[config.mk]
export PLATFORM = sky130hd
export DESIGN_NAME = lps_ifc_ctrl
export DESIGN_NICKNAME = d
export VERILOG_FILES = /design/src/rtl/lps_pkg.sv /design/src/rtl/lps_low_timer.sv /design/src/rtl/lps_ifc_fsm.sv /design/src/rtl/lps_lowpwr_flag.sv /design/src/rtl/lps_ifc_ctrl.sv
export SDC_FILE = /design/constraint.sdc
export NUM_CORES = 1
export LEC_CHECK = 0
export BUFFER_PORTS_ARGS = -buffer_cell sky130_fd_sc_hd__buf_2
export CELL_PAD_IN_SITES_DETAIL_PLACEMENT = 1
export CELL_PAD_IN_SITES_GLOBAL_PLACEMENT = 1
export CORE_MARGIN = 2
export CORE_UTILIZATION = 40
export DETAILED_ROUTE_END_ITERATION = 6
export GPL_TIMING_DRIVEN = 0
export MAX_ROUTING_LAYER = met4
export PLACE_DENSITY = 0.79
export SLEW_MARGIN = 20
export SYNTH_ARGS = -nofsm -noshare
export SYNTH_HDL_FRONTEND = slang
export SYNTH_SLANG_ARGS = --single-unit
[constraint.sdc]
create_clock -name clk -period 2.5 [get_ports clk]
set_input_delay 0.5 -clock clk [delete_from_list [all_inputs] [get_ports clk]]
set_output_delay 0.5 -clock clk [all_outputs]
set_load 0.01 [all_outputs]
[src/rtl/lps_pkg.sv]
package lps_pkg;
    // Low two bits are the externally reported state code.
    typedef enum logic [2:0] {
        ST_NORMAL   = 3'b000,
        ST_LINK_RST = 3'b001,
        ST_DISABLED = 3'b010,
        ST_INIT     = 3'b011,
        ST_CLK_WAKE = 3'b110
    } ifc_st_e;
endpackage

[src/rtl/lps_low_timer.sv]
module lps_low_timer #(
    parameter int RST_LIMIT = 128,
    parameter int DIS_LIMIT = 1280
) (
    input  logic clk,
    input  logic rst_n,
    input  logic lps_in,
    output logic lps_active,
    output logic over_dis
);
    localparam int CW = $clog2(DIS_LIMIT + 2);
    localparam logic [CW-1:0] SAT = CW'(DIS_LIMIT + 1);

    logic [CW-1:0] low_cnt;

    always_ff @(posedge clk or negedge rst_n) begin
        if (!rst_n)                     low_cnt <= SAT;
        else if (lps_in)                low_cnt <= '0;
        else if (low_cnt <= CW'(DIS_LIMIT)) low_cnt <= low_cnt + 1'b1;
    end

    assign lps_active = (low_cnt <= CW'(RST_LIMIT));
    assign over_dis   = (low_cnt > CW'(DIS_LIMIT));


    high_clears_chk: assert property (@(posedge clk) disable iff (!rst_n)
        lps_in |=> lps_active);
endmodule

[src/rtl/lps_ifc_fsm.sv]
module lps_ifc_fsm
    import lps_pkg::*;
#(
    parameter int WAKE_CYC = 16,
    parameter int INIT_CYC = 8
) (
    input  logic       clk,
    input  logic       rst_n,
    input  logic       lps_active,
    input  logic       over_dis,
    output ifc_st_e    state,
    output logic [1:0] state_code,
    output logic       data_en,
    output logic       req_en,
    output logic       clk_en
);
    localparam int PMAX = (WAKE_CYC > INIT_CYC) ? WAKE_CYC : INIT_CYC;
    localparam int PW   = $clog2(PMAX + 1);

    ifc_st_e       nxt;
    logic [PW-1:0] ph_cnt;

    always_comb begin
        nxt = state;
        unique case (state)
            ST_NORMAL:   if (!lps_active) nxt = ST_LINK_RST;
            ST_LINK_RST: if (over_dis) nxt = ST_DISABLED;
                         else if (lps_active) nxt = ST_INIT;
            ST_DISABLED: if (lps_active) nxt = ST_CLK_WAKE;
            ST_CLK_WAKE: if (!lps_active) nxt = ST_DISABLED;
                         else if (ph_cnt == PW'(WAKE_CYC - 1)) nxt = ST_INIT;
            ST_INIT:     if (!lps_active) nxt = ST_LINK_RST;
                         else if (ph_cnt == PW'(INIT_CYC - 1)) nxt = ST_NORMAL;
            default:     nxt = ST_DISABLED;
        endcase
    end

    always_ff @(posedge clk or negedge rst_n) begin
        if (!rst_n) begin
            state  <= ST_DISABLED;
            ph_cnt <= '0;
        end else begin
            state  <= nxt;
            ph_cnt <= (nxt != state) ? '0 : ph_cnt + 1'b1;
        end
    end

    always_comb begin
        state_code = state[1:0];
        data_en = 1'b0;
        req_en  = 1'b0;
        clk_en  = 1'b1;
        unique case (state)
            ST_NORMAL:   begin data_en = 1'b1; req_en = 1'b1; end
            ST_DISABLED: clk_en = 1'b0;
            default:     ;
        endcase
    end


    enter_reset_chk: assert property (@(posedge clk) disable iff (!rst_n)
        (state == ST_NORMAL && !lps_active) |=> state == ST_LINK_RST);

    enter_disabled_chk: assert property (@(posedge clk) disable iff (!rst_n)
        (state == ST_LINK_RST && over_dis) |=> state == ST_DISABLED);

    reset_to_init_chk: assert property (@(posedge clk) disable iff (!rst_n)
        (state == ST_LINK_RST && lps_active && !over_dis) |=> state == ST_INIT);
endmodule

[src/rtl/lps_lowpwr_flag.sv]
module lps_lowpwr_flag
    import lps_pkg::*;
(
    input  logic    clk,
    input  logic    rst_n,
    input  ifc_st_e state,
    input  logic    lps_active,
    input  logic    ports_idle,
    input  logic    port_event,
    output logic    lowpwr_req
);
    always_ff @(posedge clk or negedge rst_n) begin
        if (!rst_n)                                   lowpwr_req <= 1'b0;
        else if (lps_active || port_event)            lowpwr_req <= 1'b0;
        else if (state == ST_DISABLED && ports_idle)  lowpwr_req <= 1'b1;
    end


    lowpwr_clear_chk: assert property (@(posedge clk) disable iff (!rst_n)
        (lps_active || port_event) |=> !lowpwr_req);
endmodule

[src/rtl/lps_ifc_ctrl.sv]
module lps_ifc_ctrl
    import lps_pkg::*;
#(
    parameter int RST_LIMIT = 128,
    parameter int DIS_LIMIT = 1280,
    parameter int WAKE_CYC  = 16,
    parameter int INIT_CYC  = 8
) (
    input  logic       clk,
    input  logic       rst_n,
    input  logic       lps_in,
    input  logic       link_ctrl,
    input  logic       ports_idle,
    input  logic       port_event,
    output logic [1:0] ifc_state,
    output logic       data_en,
    output logic       req_en,
    output logic       clk_en,
    output logic       llc_active,
    output logic       lowpwr_req
);
    logic    lps_active;
    logic    over_dis;
    ifc_st_e state;

    lps_low_timer #(.RST_LIMIT(RST_LIMIT), .DIS_LIMIT(DIS_LIMIT)) u_timer (
        .clk(clk), .rst_n(rst_n), .lps_in(lps_in),
        .lps_active(lps_active), .over_dis(over_dis)
    );

    lps_ifc_fsm #(.WAKE_CYC(WAKE_CYC), .INIT_CYC(INIT_CYC)) u_fsm (
        .clk(clk), .rst_n(rst_n), .lps_active(lps_active), .over_dis(over_dis),
        .state(state), .state_code(ifc_state),
        .data_en(data_en), .req_en(req_en), .clk_en(clk_en)
    );

    lps_lowpwr_flag u_lowpwr (
        .clk(clk), .rst_n(rst_n), .state(state), .lps_active(lps_active),
        .ports_idle(ports_idle), .port_event(port_event), .lowpwr_req(lowpwr_req)
    );

    // link status and software bit both required
    assign llc_active = lps_active & link_ctrl;
endmodule

Word level (Yosys, flattened, before mapping)

Cells that the tools add are included.

Add/subtract/negate cells: 2
Multiply operators: 0
Divide/modulo/power cells: 0
$lt $le $gt $ge: 3
Equality and inequality tests: 7
Shifts and indexed selects: 0
Muxes and demuxes: 16
Bitwise operators: 1
Reductions and logical operators: 5

Operators by type and width:

| cell                                                                               | count |
|---|---|
| 3-bit two-way mux                                                                  | 8 |
| 11-bit two-way mux                                                                 | 2 |
| 3-bit case mux with 5 select lines                                                 | 1 |
| 11-bit by 1-bit adder with 11-bit output (second input constant)                   | 1 |
| 11-bit > comparator (second input constant)                                        | 1 |
| 11-bit less-or-equal comparator (second input constant)                            | 1 |
| 11-bit by 8-bit less-or-equal comparator with 1-bit output (second input constant) | 1 |
| 3-bit by 2-bit == test with 1-bit output (second input constant)                   | 2 |
| 5-bit by 1-bit adder with 5-bit output (second input constant)                     | 1 |
| 5-bit by 3-bit == test with 1-bit output (second input constant)                   | 1 |
| 5-bit by 4-bit == test with 1-bit output (second input constant)                   | 1 |
| 5-bit two-way mux                                                                  | 1 |
| 1-bit two-way mux                                                                  | 4 |
| 2-bit nonzero test                                                                 | 2 |
| 3-bit by 1-bit == test with 1-bit output (second input constant)                   | 1 |
| 3-bit == test (second input constant)                                              | 1 |
| 3-bit zero test                                                                    | 1 |
| 3-bit inequality test                                                              | 1 |
| 1-bit bitwise AND                                                                  | 1 |
| 1-bit logical AND                                                                  | 1 |
| 1-bit logical OR                                                                   | 1 |

Flip-flop bits (word level): 20
Bits in latches: 0
Memory bits (writable): 0
ROM bits: 0
Input port bits: 6
Output and inout bits: 7
Logic and storage cells: 38
Memories kept: 0

Depth between registers and ports, before layout

Word-level depth: 6
Depth in mapped cells: 8
Mapped depth without buffers: 8

By module

A second synthesis with hierarchy kept.

Cells, all modules: 125
Area total of the unflattened synthesis: 1243.7 um^2

Modules (own cells, without submodules):

| module          | instances | cells an instance | area an instance (um^2) | sequential area each (um^2) |
|---|---|---|---|---|
| lps_low_timer   | 1         | 64                | 633.1                   | 279.0 |
| lps_ifc_fsm     | 1         | 56                | 555.5                   | 201.4 |
| lps_lowpwr_flag | 1         | 4                 | 48.8                    | 25.0 |
| lps_ifc_ctrl    | 1         | 1                 | 6.3                     | 0.0 |

Worst setup path before layout

No wires, ideal clock.

Path kind: flip-flop to flip-flop
Start point: reg u_timer.low_cnt[0]
End point: reg u_fsm.ph_cnt[2]
Library setup time: 0.151 ns
Arrival: 1.875 ns
Required time: 2.349 ns
Path slack: 0.474 ns
Cell stages (with the launch flop): 8
Buffers on the path: 0
Clock period less this slack: 2.026 ns
Cell sequence: dfstp_2 inv_1 ha_1 nor4b_1 a21oi_1 a21oi_1 nor3_1 nor4_1

Longest elaborated chain between the ends: 6
Elaborated cells between the ends (all ways): 11
Those cells by class: order compare: 2; eq/ne: 1; mux: 8

Ends and longest elaborated chain:

| item                                                       | line                | RTL |
|---|---|---|
| start: declaration                                         | lps_low_timer.sv:14 | `logic [CW-1:0] low_cnt;` |
| start signal: assignment                                   | lps_low_timer.sv:19 | `else if (low_cnt <= CW'(DIS_LIMIT)) low_cnt <= low_cnt + 1'b1;` |
| 11-bit by 8-bit less-or-equal comparator with 1-bit output | lps_low_timer.sv:22 | `assign lps_active = (low_cnt <= CW'(RST_LIMIT));` |
| 3-bit two-way mux                                          | lps_ifc_fsm.sv:28   | `else if (lps_active) nxt = ST_INIT;` |
| 3-bit two-way mux                                          | lps_ifc_fsm.sv:27   | `ST_LINK_RST: if (over_dis) nxt = ST_DISABLED;` |
| 3-bit case mux with 5 select lines *                       | lps_ifc_fsm.sv:25   | `unique case (state)` |
| 3-bit inequality test *                                    | lps_ifc_fsm.sv:44   | `ph_cnt <= (nxt != state) ? '0 : ph_cnt + 1'b1;` |
| 5-bit two-way mux *                                        | lps_ifc_fsm.sv:44   |  |
| end signal: assignment                                     | lps_ifc_fsm.sv:44   |  |
| end: declaration                                           | lps_ifc_fsm.sv:21   | `logic [PW-1:0] ph_cnt;` |

Mark *: on every way between the ends. The rest lies on a longest branch, timed or not.
A chain may end at the register's enable or synchronous reset.

Worst setup path after layout

Start point: reg u_timer.low_cnt[0]
End point: out llc_active

Longest elaborated chain between the ends: 2

Ends and longest elaborated chain:

| item                                                       | line                | RTL |
|---|---|---|
| 11-bit by 8-bit less-or-equal comparator with 1-bit output | lps_low_timer.sv:22 |  |
| 1-bit bitwise AND                                          | lps_ifc_ctrl.sv:43  | `assign llc_active = lps_active & link_ctrl;` |
| end: declaration                                           | lps_ifc_ctrl.sv:19  | `output logic llc_active,` |

Every way passes these cells.

==> run_results.csv <==
group,metric,value,unit
status,status,"finished, final reports clean",
worst_setup_path,cp-end-kind,"output pin",
placement,dpl.hpwl,1954,um
yosys,synth_nets,133,
placement,io_buffers,12,
die,std_cell_rows,19,
die,die_w,58.43,um
cells_and_area,ff_latch_area,505.5,um2
sta,setup_tns,0,ps
clocking,tritoncts,"done",
yosys,async_flop_share,100.0,%
clocking,ctsRootBufferMaster,"clkbuf_4",
worst_setup_path,startpoint_type,"flop",
yosys,synth_edf_count,0,
sta,relSlewSlack,61.04,%
detailed_routing,drtIter0Drc,31,
detailed_routing,antenna_left,0,
yosys,synth.distinct_cells,36,
global_routing,grtUsageTotal,17.72,%
yosys,synthTopCellsByArea,"dfrtp_1 (34%), dfstp_2 (8.9%), xor2_1 (4.4%)",
cells_and_area,drive_above_1_share,27.97,%
clocking,clock-sinks,20,
worst_setup_path,path_max_fanout,4,
power_and_ir_drop,finalPower,0.8329,mW
power_and_ir_drop,power.density,607.4,nW/um2
placement,pre_cts_slack,10.43,ps
yosys,synth_ff_type,"dfrtp_1",
placement,place_congestion,0.8239,
yosys,synth_common_cells,"dfrtp_1 (16), nor2_1 (12), nand2_1 (9)",
worst_hold_path,hold_path_class,"input pin to async pin",
detailed_routing,via_per_inst,5.592,
yosys,synthCells,123,
power_and_ir_drop,p_leak,0.5919,nW
sta,hold_viol,0,
global_routing,grt_pass1_vias,970,
global_routing,grt_pass1_wl,4471,um
yosys,ys_seq_area_share,42.66,%
die,start_util,42.60,%
die,die_area,3413,um2
sta,min_period,2433,ps
detailed_routing,vias,973,
global_routing,antenna_found_initial,0,
worst_setup_path,critPathArrivalTime,1930,ps
yosys,ys_warn_count,0,
clocking,clockBufferDepth,2,
detailed_routing,drc,0,
flow_run,drv_cap,0,
sta,fin_worst_skew,1.689,ps
sta,tightest_slew,580.0,ps
sta,fin_crit_sh,97.32,%
die,num_io_pins,13,
cells_and_area,layout.nets,154,
die,die_h,58.43,um
power_and_ir_drop,irDropWorstVdd,0.3574,mV
clocking,h-tree-depth,1,
detailed_routing,dr.pass1.iters,4,
global_routing,grt_max_degree,21,
cells_and_area,area_growth,15.73,%
cells_and_area,antenna-diode-count,0,
placement,place_area,1284,um2
yosys,ys_ff_latch,20,
die,core_area,2781,um2
worst_setup_path,path_class,"flop to output pin",
sta,setup_viol,0,
global_routing,grt_overflow_total,0,
yosys,syn_avg_cell_area,9.633,um2
worst_setup_path,cp.required,2000,ps
sta,fmax,411.0,MHz
sta,maxSlewViolCount,0,
sta,setup_slack,66.92,ps
cells_and_area,fill_cells,322,
detailed_routing,wl_per_cell,15.36,um
yosys,synth_top_cell_by_area,"dfrtp_1",
yosys,synthesis.area,1185,um2
clocking,worstSkewPairLatency,300,ps
cells_and_area,multi_input_area,640.6,um2
detailed_routing,routed_wl,2673,um
clocking,path_clk_slew,110,ps
cells_and_area,fin_area,1371,um2
clocking,cts_made_buffers,3,
yosys,synth.most_common_cell,"dfrtp_1",
yosys,synth_top_area_share,33.79,%
final cells by class:
| type | instances | area share (%) |
|---|---|---|
| Buffer | 7 | 2.737 |
| Clock buffer | 4 | 2.646 |
| Timing Repair Buffer | 16 | 6.569 |
| Multi-Input combinational cell | 90 | 46.72 |
| Inverter | 6 | 1.642 |
| Tap cell | 31 | 2.828 |
| Sequential cell | 20 | 36.86 |
cells in the final DEF, fill, tap and decap left out, drive strengths merged, types with 5 or more instances in the layout:
cell,netlist,routed
nor4,5,5
clkbuf,4,8
buf,3,19
nor3,7,7
xnor2,5,5
nand2,9,9
a21oi,5,5
dfrtp,16,16
inv,6,6
xor2,6,6
nor2,12,12
routing by layer:
layer	GRT usage (%)	wire length, um
met5	-	0
met4	8.306	42
met3	1.978	62
met2	28.41	1357
met1	22.36	1210
power by group:
group	internal (mW)	switching (mW)	total, mW
clock	0.0888	0.0991	0.188
combinational	0.115	0.121	0.236
sequential	0.372	0.0365	0.409
critical path, cell delays in order, from the launching register on:
cell and delay, ps:
dfstp_2 400, inv_1 90, ha_1 170, or4b_4 480
o21ai_4 160, and3_4 200, buf_2 120
cells by family (layout without fill, tap and decap cells):
logic type               after synthesis  count (layout)  share of synthesized area (%)
XOR/XNOR                              11              11                          8.131
flip-flops                            20              20                          42.66
AND/OR/NAND/NOR                       53              53                          25.03
adder cells (fa/ha/maj)                4               4                          4.224
buffers and inverters                 13              33                          5.068
AO/OA/AOI/OAI                         22              22                          14.89
state kept, by name (all words and copies together), names as in the netlist:
register	cells
u_timer.low_cnt	11
u_fsm.ph_cnt	5
u_fsm.state	3
u_lowpwr.lowpwr_req	1
metrics by stage:
step / std cells / hold WS, ps / util [%]
after floorplan: 123 / 204.4 / -
final: 174 / 131.4 / 49.30
after global placement: 166 / 455.5 / 46.15
after CTS: 170 / 133.0 / 47.91
after detailed placement: 166 / 469.7 / 46.15
after global routing: 174 / 152.8 / 49.30
path summary, 6_finish.rpt:
path / slack [ps] / endpoint / cells past startpoint / from
worst max-delay path: 70 / llc_active / 6 / u_timer.low_cnt[0]
min in group clk: 350 / u_lowpwr.lowpwr_req / 2 / port_event
max in group asynchronous: 2030 / u_timer.low_cnt[10] / 1 / rst_n
worst min-delay path: 130 / u_fsm.ph_cnt[2] / 1 / rst_n
worst max register to register: 200 / u_fsm.ph_cnt[2] / 8 / u_timer.low_cnt[0]
worst min register to register: 480 / u_timer.low_cnt[10] / 2 / u_timer.low_cnt[10]
repair_timing:
| item | CTS | global route |
|---|---|---|
| setup buffers | 0 | 4 |
| pin swaps | 0 | 1 |
| resized for setup | 2 | 2 |
| setup endpoints to repair | 3 | 3 |
| hold buffers | 0 | 0 |
No activity file was read; power rests on OpenSTA's default activity.
